### src/rtl/simd_pkg.sv
package simd_pkg;
    localparam int INSTR_W = 16;
    localparam int NREG    = 4;
    localparam int RIDX_W  = 2;
    localparam int IMM_W   = 5;

    typedef enum logic [3:0] {
        OP_NOP    = 4'd0,
        OP_HALT   = 4'd1,
        OP_BR     = 4'd2,
        OP_RDPE   = 4'd3,
        OP_SETALL = 4'd4,
        OP_ADD    = 4'd8,
        OP_SUB    = 4'd9,
        OP_AND    = 4'd10,
        OP_XOR    = 4'd11,
        OP_LDI    = 4'd12,
        OP_LID    = 4'd13,
        OP_CLT    = 4'd14,
        OP_CEQ    = 4'd15
    } opcode_e;

    typedef struct packed {
        logic [3:0]        op;
        logic              fupd;
        logic [RIDX_W-1:0] rd;
        logic [RIDX_W-1:0] rs1;
        logic [RIDX_W-1:0] rs2;
        logic [IMM_W-1:0]  imm;
    } instr_t;

    typedef enum logic [1:0] {
        ST_IDLE = 2'd0,
        ST_RUN  = 2'd1,
        ST_HALT = 2'd2
    } seq_state_e;
endpackage

### src/rtl/simd_pe.sv
module simd_pe
    import simd_pkg::*;
#(
    parameter int W    = 8,
    parameter int LANE = 0
) (
    input  logic              clk,
    input  logic              rst_n,
    input  logic              issue_i,
    input  logic [3:0]        op_i,
    input  logic              fupd_i,
    input  logic [RIDX_W-1:0] rd_i,
    input  logic [RIDX_W-1:0] rs1_i,
    input  logic [RIDX_W-1:0] rs2_i,
    input  logic [IMM_W-1:0]  imm_i,
    input  logic              setall_i,
    output logic              flag_o,
    output logic              cmp_o,
    output logic [W-1:0]      rdval_o
);
    logic [W-1:0] rf_q [NREG];
    logic         flag_q;
    logic         cmp_q;
    logic [W-1:0] a, b, res;
    logic         wr_en, is_cmp, cbit, exec;

    assign a       = rf_q[rs1_i];
    assign b       = rf_q[rs2_i];
    assign exec    = issue_i && flag_q;
    assign flag_o  = flag_q;
    assign cmp_o   = cmp_q;
    assign rdval_o = a;

    always_comb begin
        res    = '0;
        wr_en  = 1'b1;
        is_cmp = 1'b0;
        cbit   = 1'b0;
        case (op_i)
            OP_ADD:  res = a + b;
            OP_SUB:  res = a - b;
            OP_AND:  res = a & b;
            OP_XOR:  res = a ^ b;
            OP_LDI:  res = W'(imm_i);
            OP_LID:  res = W'(LANE);
            OP_CLT: begin
                is_cmp = 1'b1;
                cbit   = (a < b);
                res    = {{(W-1){1'b0}}, cbit};
            end
            OP_CEQ: begin
                is_cmp = 1'b1;
                cbit   = (a == b);
                res    = {{(W-1){1'b0}}, cbit};
            end
            default: wr_en = 1'b0;
        endcase
    end

    always_ff @(posedge clk or negedge rst_n) begin
        if (!rst_n) begin
            for (int r = 0; r < NREG; r++) rf_q[r] <= '0;
            flag_q <= 1'b1;
            cmp_q  <= 1'b0;
        end else begin
            if (exec && wr_en) rf_q[rd_i] <= res;
            if (exec && is_cmp) cmp_q <= cbit;
            if (setall_i) flag_q <= 1'b1;
            else if (exec && is_cmp && fupd_i) flag_q <= cbit;
        end
    end
endmodule

### src/rtl/simd_reduce.sv
module simd_reduce #(
    parameter int N = 8
) (
    input  logic         clk,
    input  logic         rst_n,
    input  logic [N-1:0] flags_i,
    input  logic [N-1:0] cmp_i,
    input  logic         mask_i,
    output logic         any_o,
    output logic         all_o
);
    logic [N-1:0] eff_any, eff_all;
    logic         any_q, all_q;

    assign eff_any = cmp_i & (mask_i ? flags_i : {N{1'b1}});
    assign eff_all = cmp_i | (mask_i ? ~flags_i : {N{1'b0}});

    always_ff @(posedge clk or negedge rst_n) begin
        if (!rst_n) begin
            any_q <= 1'b0;
            all_q <= 1'b0;
        end else begin
            any_q <= |eff_any;
            all_q <= &eff_all;
        end
    end

    assign any_o = any_q;
    assign all_o = all_q;
endmodule

### src/rtl/simd_seq.sv
module simd_seq
    import simd_pkg::*;
#(
    parameter int PC_W = 5
) (
    input  logic             clk,
    input  logic             rst_n,
    input  logic             start_i,
    input  logic [3:0]       op_i,
    input  logic [1:0]       brc_i,
    input  logic [IMM_W-1:0] imm_i,
    input  logic             any_i,
    input  logic             all_i,
    output logic [PC_W-1:0]  pc_o,
    output seq_state_e       state_o,
    output logic             issue_o,
    output logic             setall_o,
    output logic             rdpe_o
);
    seq_state_e      state_q, state_d;
    logic [PC_W-1:0] pc_q, pc_d;
    logic            cond, taken;

    assign cond  = brc_i[0] ? all_i : any_i;
    assign taken = (cond == brc_i[1]);

    always_comb begin
        state_d = state_q;
        pc_d    = pc_q;
        unique case (state_q)
            ST_IDLE, ST_HALT: begin
                if (start_i) begin
                    state_d = ST_RUN;
                    pc_d    = '0;
                end
            end
            ST_RUN: begin
                if (op_i == OP_HALT) begin
                    state_d = ST_HALT;
                end else if (op_i == OP_BR && taken) begin
                    pc_d = PC_W'(imm_i);
                end else begin
                    pc_d = pc_q + 1'b1;
                end
            end
            default: begin
                state_d = ST_IDLE;
                pc_d    = '0;
            end
        endcase
    end

    always_ff @(posedge clk or negedge rst_n) begin
        if (!rst_n) begin
            state_q <= ST_IDLE;
            pc_q    <= '0;
        end else begin
            state_q <= state_d;
            pc_q    <= pc_d;
        end
    end

    always_comb begin
        issue_o  = (state_q == ST_RUN) && op_i[3];
        setall_o = (state_q == ST_RUN) && (op_i == OP_SETALL);
        rdpe_o   = (state_q == ST_RUN) && (op_i == OP_RDPE);
    end

    assign pc_o    = pc_q;
    assign state_o = state_q;
endmodule

### src/rtl/simd_array_ctl.sv
module simd_array_ctl
    import simd_pkg::*;
#(
    parameter int N    = 8,
    parameter int W    = 8,
    parameter int PC_W = 5
) (
    input  logic               clk,
    input  logic               rst_n,
    input  logic               start_i,
    input  logic [INSTR_W-1:0] instr_i,
    input  logic               red_mask_i,
    output logic [PC_W-1:0]    pc_o,
    output logic               busy_o,
    output logic               halted_o,
    output logic [W-1:0]       scalar_o,
    output logic [N-1:0]       flags_o,
    output logic               any_o,
    output logic               all_o
);
    localparam int SEL_W = (N > 1) ? $clog2(N) : 1;

    instr_t       ins;
    seq_state_e   state;
    logic         issue, setall, rdpe;
    logic [N-1:0] flags, cmps;
    logic [W-1:0] rdval [N];
    logic [W-1:0] scalar_q;

    assign ins = instr_t'(instr_i);

    simd_seq #(.PC_W(PC_W)) u_seq (
        .clk      (clk),
        .rst_n    (rst_n),
        .start_i  (start_i),
        .op_i     (ins.op),
        .brc_i    (ins.rd),
        .imm_i    (ins.imm),
        .any_i    (any_o),
        .all_i    (all_o),
        .pc_o     (pc_o),
        .state_o  (state),
        .issue_o  (issue),
        .setall_o (setall),
        .rdpe_o   (rdpe)
    );

    for (genvar i = 0; i < N; i++) begin : g_lane
        simd_pe #(.W(W), .LANE(i)) u_pe (
            .clk      (clk),
            .rst_n    (rst_n),
            .issue_i  (issue),
            .op_i     (ins.op),
            .fupd_i   (ins.fupd),
            .rd_i     (ins.rd),
            .rs1_i    (ins.rs1),
            .rs2_i    (ins.rs2),
            .imm_i    (ins.imm),
            .setall_i (setall),
            .flag_o   (flags[i]),
            .cmp_o    (cmps[i]),
            .rdval_o  (rdval[i])
        );
    end

    simd_reduce #(.N(N)) u_red (
        .clk     (clk),
        .rst_n   (rst_n),
        .flags_i (flags),
        .cmp_i   (cmps),
        .mask_i  (red_mask_i),
        .any_o   (any_o),
        .all_o   (all_o)
    );

    always_ff @(posedge clk or negedge rst_n) begin
        if (!rst_n) scalar_q <= '0;
        else if (rdpe) scalar_q <= rdval[ins.imm[SEL_W-1:0]];
    end

    assign scalar_o = scalar_q;
    assign flags_o  = flags;
    assign busy_o   = (state == ST_RUN);
    assign halted_o = (state == ST_HALT);
endmodule

### config.mk
export PLATFORM = sky130hd
export DESIGN_NAME = simd_array_ctl
export DESIGN_NICKNAME = d
export VERILOG_FILES = /design/src/rtl/simd_pkg.sv /design/src/rtl/simd_pe.sv /design/src/rtl/simd_reduce.sv /design/src/rtl/simd_seq.sv /design/src/rtl/simd_array_ctl.sv
export SDC_FILE = /design/constraint.sdc
export NUM_CORES = 1
export LEC_CHECK = 0
export BUFFER_PORTS_ARGS = -buffer_cell sky130_fd_sc_hd__buf_4
export CAP_MARGIN = 30
export CORE_MARGIN = 5
export CORE_UTILIZATION = 58
export CTS_CLUSTER_DIAMETER = 100
export DETAILED_ROUTE_END_ITERATION = 10
export PLACE_DENSITY_LB_ADDON = 0.05
export SYNTH_ARGS = -nofsm -noshare
export SYNTH_HDL_FRONTEND = slang
export SYNTH_SLANG_ARGS = --single-unit
### constraint.sdc
create_clock -name clk -period 3.1 [get_ports clk]
set_clock_uncertainty 0.05 [all_clocks]
set_input_delay 0.62 -clock clk [delete_from_list [all_inputs] [get_ports clk]]
set_output_delay 0.62 -clock clk [all_outputs]
set_load 0.01 [all_outputs]
# --- Word-level counts from Yosys, hierarchy flattened ---
# Cells that the tools add are included.
totals:
  word_cells: 290
  input_bits: 20
  out_inout_bits: 25
  regBits: 289
op_classes:
  n_eq_ne: 26
  n_reduce_logical: 53
  addsub: 17
  muxes: 105
  order_cmp: 13
  bitwise: 23
ops:
  columns: ["op", "count"]
  rows:
  - ["$pmux 8 s8", 7]
  - ["$mux 8", 37]
  - ["$bmux 8 s2", 16]
  - ["$bwmux 32", 8]
  - ["$and 8x8->8", 9]
  - ["$add 8x8->8", 8]
  - ["$eq 8x8->1", 8]
  - ["$lt 8x8->1", 8]
  - ["$sub 8x8->8", 8]
  - ["$xor 8x8->8", 8]
  - ["$pmux 8 s7", 1]
  - ["$logic_and 1x1->1", 37]
  - ["$eq 4x4->1 const B", 8]
  - ["$bmux 8 s3", 1]
  - ["$mux 1", 19]
  - ["$demux 8 s2", 1]
  - ["$pmux 1 s2", 8]
  - ["$reduce_bool 2->1", 8]
  - ["$reduce_or 8->1", 2]
  - ["$mux 5", 3]
  - ["$pmux 5 s2", 1]
  - ["$ge 3x3->1 const B", 3]
  - ["$not 2->3", 3]
  - ["$eq 4x2->1 const B", 2]
  - ["other kinds (19)", 23]

# --- Depth between registers and ports, before layout ---
logic_depth:
  word_depth: 8
  ltp_mapped: 13
  ltp_nobuf: 11

# --- Modules after synthesis ---
# From an unflattened synthesis, not the netlist that was laid out.
unflattened:
  cells_unflattened: 2341
  area_unflattened_um2: 23736.5
by_module_without_submodules:
  columns: ["mod", "cells_each", "area_per_inst_um2", "seq_area_each_um2", "instances"]
  rows:
  - ["simd_pe (g_lane[0].u_pe)", 289, 2916.5, 852.1, 1]
  - ["simd_pe (g_lane[6].u_pe)", 260, 2782.7, 852.1, 1]
  - ["simd_pe (g_lane[4].u_pe)", 271, 2772.7, 852.1, 1]
  - ["simd_pe (g_lane[7].u_pe)", 290, 2753.9, 852.1, 1]
  - ["simd_pe (g_lane[2].u_pe)", 281, 2741.4, 852.1, 1]
  - ["simd_pe (g_lane[3].u_pe)", 281, 2731.4, 852.1, 1]
  - ["simd_pe (g_lane[1].u_pe)", 241, 2727.6, 852.1, 1]
  - ["simd_pe (g_lane[5].u_pe)", 262, 2726.4, 852.1, 1]
  - ["simd_array_ctl", 94, 898.4, 200.2, 1]
  - ["simd_seq", 48, 480.5, 175.2, 1]
  - ["simd_reduce", 24, 205.2, 50.0, 1]

# --- Worst setup path after synthesis ---
# OpenSTA, ideal clock, no wires.
synth_timing:
  kind: "input port to flip-flop"
  start: "in instr_i[5]"
  end: "reg g_lane[3].u_pe.rf_q[14] (netlist bit)"
  arrival_ns: 3.840
  required_ns: 2.925
  stages: 11
  setup_time_ns: 0.125
  slack_ns: -0.915
  path_buffers: 2
  cell_sequence: "clkbuf_1 buf_2 mux4_2 ha_1 fa_1 nor3b_1 a211o_1 a221oi_1 mux2i_1 o21ai_1 mux2_2"
synth_via:
  elab_chain_cells: 7
  elab_cells_between_ends: 10
  cone_classes: "add/sub: 2; mux: 5; bitwise: 3"
synth_rtl:
  columns: ["element", "line", "text"]
  rows:
  - ["start: declaration", "simd_array_ctl.sv:11", "input logic [INSTR_W-1:0] instr_i,"]
  - ["$not 2->3 (implied by the code) (*)", "simd_pe.sv:28", "assign b = rf_q[rs2_i];"]
  - ["$bmux 8 s2 (*)", "simd_pe.sv:28", null]
  - ["$mux 8 (implied by the code) (*) (2 in a row)", "simd_pe.sv:28", null]
  - ["$sub 8x8->8, or another cell as far along", "simd_pe.sv:41", "OP_SUB: res = a - b;"]
  - ["$pmux 8 s8 (*)", "simd_pe.sv:39", "case (op_i)"]
  - ["$bwmux 32 (*)", "simd_pe.sv:66", "if (exec && wr_en) rf_q[rd_i] <= res;"]
  - ["end signal: indexed assignment", "simd_pe.sv:66", null]
  - ["end: declaration", "simd_pe.sv:21", "logic [W-1:0] rf_q [NREG];"]
# Mark *: on every way between the ends. The rest lies on a longest branch, timed or not. The select of a mux whose other input is x is not followed.
# A chain may end at the register's enable or synchronous reset.

# --- Worst setup path after layout ---
layout_timing:
  start: "in instr_i[5]"
  end: "reg g_lane[4].u_pe.rf_q[31] (netlist bit)"
layout_via:
  elab_chain_cells: 7
  elab_cells_between_ends: 10
  cone_classes: "add/sub: 2; mux: 5; bitwise: 3"
layout_rtl:
  columns: ["element", "line"]
  rows:
  - ["$not 2->3 (implied by the code) (*)", "simd_pe.sv:28"]
  - ["$bmux 8 s2 (*)", "simd_pe.sv:28"]
  - ["$mux 8 (implied by the code) (*) (2 in a row)", "simd_pe.sv:28"]
  - ["$sub 8x8->8, or another cell as far along", "simd_pe.sv:41"]
  - ["$pmux 8 s8 (*)", "simd_pe.sv:39"]
  - ["$bwmux 32 (*)", "simd_pe.sv:66"]
  - ["end signal: indexed assignment", "simd_pe.sv:66"]
  - ["end: declaration", "simd_pe.sv:21"]
# Marked as above.

==> impl_metrics.csv <==
group,metric,value,unit
run_status,status,"finished clean",
power,ir_drop,0.564,mV
cells_and_area,final_core_util,74.5,%
worst_setup_path,arrival,3420,ps
clock_network,clk_path_buf_depth,3,
synthesis,synthAdderAreaFrac,8.88,%
floorplanning,die_h,204,um
flow_run,cap_violations,0,
worst_setup_path,crit_path_end_kind,"register",
cells_and_area,fin_nets,2765,
timing,maxSlewHeadroom,39.0,%
synthesis,synthXorXnorAreaFrac,0.200,%
cells_and_area,area_growth,27.4,%
route,vias,20200,
grt,grt_antenna_before_repair,3,
timing,clock.fmax,0.327,GHz
synthesis,synth_top_family_by_area,"multiplexers",
route,first_pass_iters,5,
synthesis,synth_cell_type_count,98,
place,port_buffers,44,
clock_network,cts_root_buffer,"clkbuf_16",
synthesis,async_flop_share,100,%
timing,fin_crit,3060,ps
worst_setup_path,crit_family,"multiplexers",
timing,worst_pin_slew,912,ps
timing,final_max_slew_viol_count,0,
floorplanning,initial_core_util,58.5,%
worst_setup_path,cp_max_fo,8,
clock_network,insertion_delay,540,ps
power,p_leak,13.0,nW
place,place_area,0.0262,sq mm
grt,grt_pass1_vias,20200,
synthesis,synthesis.area,0.0219,sq mm
route,antenna_left,0,
worst_setup_path,cp_num_buf_inv,4,
worst_setup_path,path_cells,"buf_12 -> buf_12 -> buf_6 -> mux4_2 -> inv_1 -> ha_1 -> nor2b_1 -> a211oi_2 -> o21ai_1 -> mux2i_1 -> o211ai_1 -> mux2_2",
synthesis,yosysSeqAreaShare,33.0,%
floorplanning,io_pins,45,
route,first_iter_violations,1946,
route,vias_per_cell,6.44,
timing,hold_violations,0,
route,wl,75.5,mm
route,wl_per_cell,24.1,um
synthesis,synth_common_cells,"dfrtp_1, nand2_1, a21oi_1",
worst_setup_path,cp-start-kind,"primary input",
power,p_per_area,855,mW/mm^2
clock_network,cts_tree,"done",
worst_setup_path,crit_path_frequent_cell,"buf_12",
floorplanning,die_x,204,um
synthesis,synth-edff-count,0,
synthesis,ys_seq_elements,289,
grt,grt_pass1_wl,116,mm
synthesis,syn_area_per_cell,10.1,sq um
timing,setup_viol,0,
place,gp_congestion,0.947,
synthesis,yosysWarnings,0,
worst_setup_path,slowest_stage,"mux4_2",
synthesis,synthTopCellsByArea,"dfrtp_1, mux4_2, mux2_2",
grt,grt_usage,35.8,%
route,drc,0,
worst_setup_path,cp.required,3460,ps
floorplanning,coreArea,0.0375,sq mm
synthesis,syn_inst,2172,
worst_setup_path,critPathKind,"in2reg",
worst_setup_path,slowest_delay,550,ps
synthesis,synth_compound_area_share,17.9,%
cells_and_area,fin_area,0.0279,sq mm
synthesis,syn_nets,2338,
clock_network,clk_pin_slew,60,ps
min_path,min_path_type,"in2async",
timing,period_share,98.8,%
synthesis,netlist.top_cell.by_area,"dfrtp_1",
clock_network,clock-sinks,289,
synthesis,muxShareOfSynthArea,22.0,%
synthesis,yosysTopAreaCellShare,32.1,%
place,dpl.hpwl,55.8,mm
grt,grt_max_degree,95,
clock_network,htree_levels,2,
grt,grt_overflow_total,0,
floorplanning,num_rows,71,
clock_network,cts_buffers,35,
synthesis,yosys_most_used_dff,"dfrtp_1",
cells_and_area,drive_above_1_share,38.6,%
synthesis,yosysMostFrequentCell,"dfrtp_1",
floorplanning,dieArea,0.0418,sq mm
synthesis,yosys.area_share.simple,12.6,%
[through the flow]
stage,setup WS [ps],TNS [ps],hold slack (ps),total power (W),cells
floorplan,-262,-13040,274,0.0135,2172
global placement,-520,-92410,419,0.0185,3052
detailed placement,-589,-104040,444,0.0190,3052
CTS,-5.03,-5.03,84.1,0.0233,3106
global route,-47.3,-257,104,0.0253,3128
finish,37.7,0,13.4,0.0239,3129
[placed cells by master, fill, tap and decap left out, types with 10 or more instances in the layout]
cell type	n
o21bai_1	12
a211o_1	11
nand2b_1	18
o211ai_1	27
o31ai_1	23
nand2_1	204
or3_1	10
nor3_1	24
mux2i_1	12
buf_12	24
clkbuf_16	41
dfrtp_1	281
nor2b_1	23
a21oi_2	11
mux2_2	151
inv_1	122
ha_1	113
o21ai_1	81
nand4_1	15
buf_4	499
fa_2	12
nand3_1	43
nor2_1	130
a211oi_1	14
mux4_2	128
o31a_1	11
a21oi_1	154
o21ai_0	67
a221oi_1	10
nand3b_1	13
a221oi_2	11
a31oi_1	11
a21o_1	14
a22oi_1	38
[cell type report]
type | count | area [sq um]
diodes | 2 | 5.00
clock buffers | 44 | 1010
clock inverters | 10 | 136
fillers | 2689 | 9550
inverters | 125 | 469
multi-input cells | 1616 | 14000
flip-flops and latches | 289 | 7240
well taps | 511 | 639
repair buffers | 532 | 4400
[sequential cells by signal (all words and copies together) (netlist names)]
register and flops:
g_lane.u_pe.rf_q 256, g_lane.u_pe.cmp_o 8, g_lane.u_pe.flag_o 8, scalar_o 8
u_seq.pc_o 5, u_seq.state_o 2, u_red.all_o 1, u_red.any_o 1
[power by group]
part / leakage [nW] / internal, W / switching (W)
sequential: 3.86 / 0.00498 / 0.00107
combinational: 8.53 / 0.00688 / 0.00681
clock: 0.559 / 0.00254 / 0.00162
total: 13.0 / 0.0144 / 0.00949
[repair_timing]
item | CTS | global route
pin swaps | 2 | 32
hold buffers | 0 | 0
endpoints found under the setup margin | 17 | 162
setup buffers | 0 | 17
cloned | 0 | 4
gates resized for setup | 7 | 71
[cells by family (layout without fill, tap and decap cells)]
family	after synthesis	after routing
compound gates	599	599
simple gates	564	564
mux	302	302
flops	289	289
buf+inv	267	711
fa+ha+maj	146	146
xor+xnor	5	5
other cells	0	2
[path summary, 6_finish.rpt]
| path | start | endpoint | slack (ps) | depth (start not counted) |
|---|---|---|---|---|
| worst max-delay path | instr_i[5] | g_lane[4].u_pe.rf_q[31] | 40 | 12 |
| worst min-delay path | rst_n | g_lane[1].u_pe.rf_q[12] | 10 | 1 |
| worst max register to register | g_lane[4].u_pe.rf_q[0] | g_lane[4].u_pe.rf_q[12] | 70 | 11 |
| worst min register to register | g_lane[4].u_pe.rf_q[1] | g_lane[4].u_pe.rf_q[1] | 460 | 2 |
| max in group asynchronous | rst_n | g_lane[7].u_pe.flag_o | 2080 | 2 |
| min in group clk | instr_i[11] | g_lane[0].u_pe.flag_o | 220 | 2 |
[per-layer routing]
layer	GRT usage, %	share of wire [%]	vias up
met5	0	0.044	-
met4	13.7	4.4	4
met3	6.33	9.7	224
met2	56.3	45	1038
met1	50.1	41	9895
li1	-	-	8992
Power figures use the tool's default switching activity.
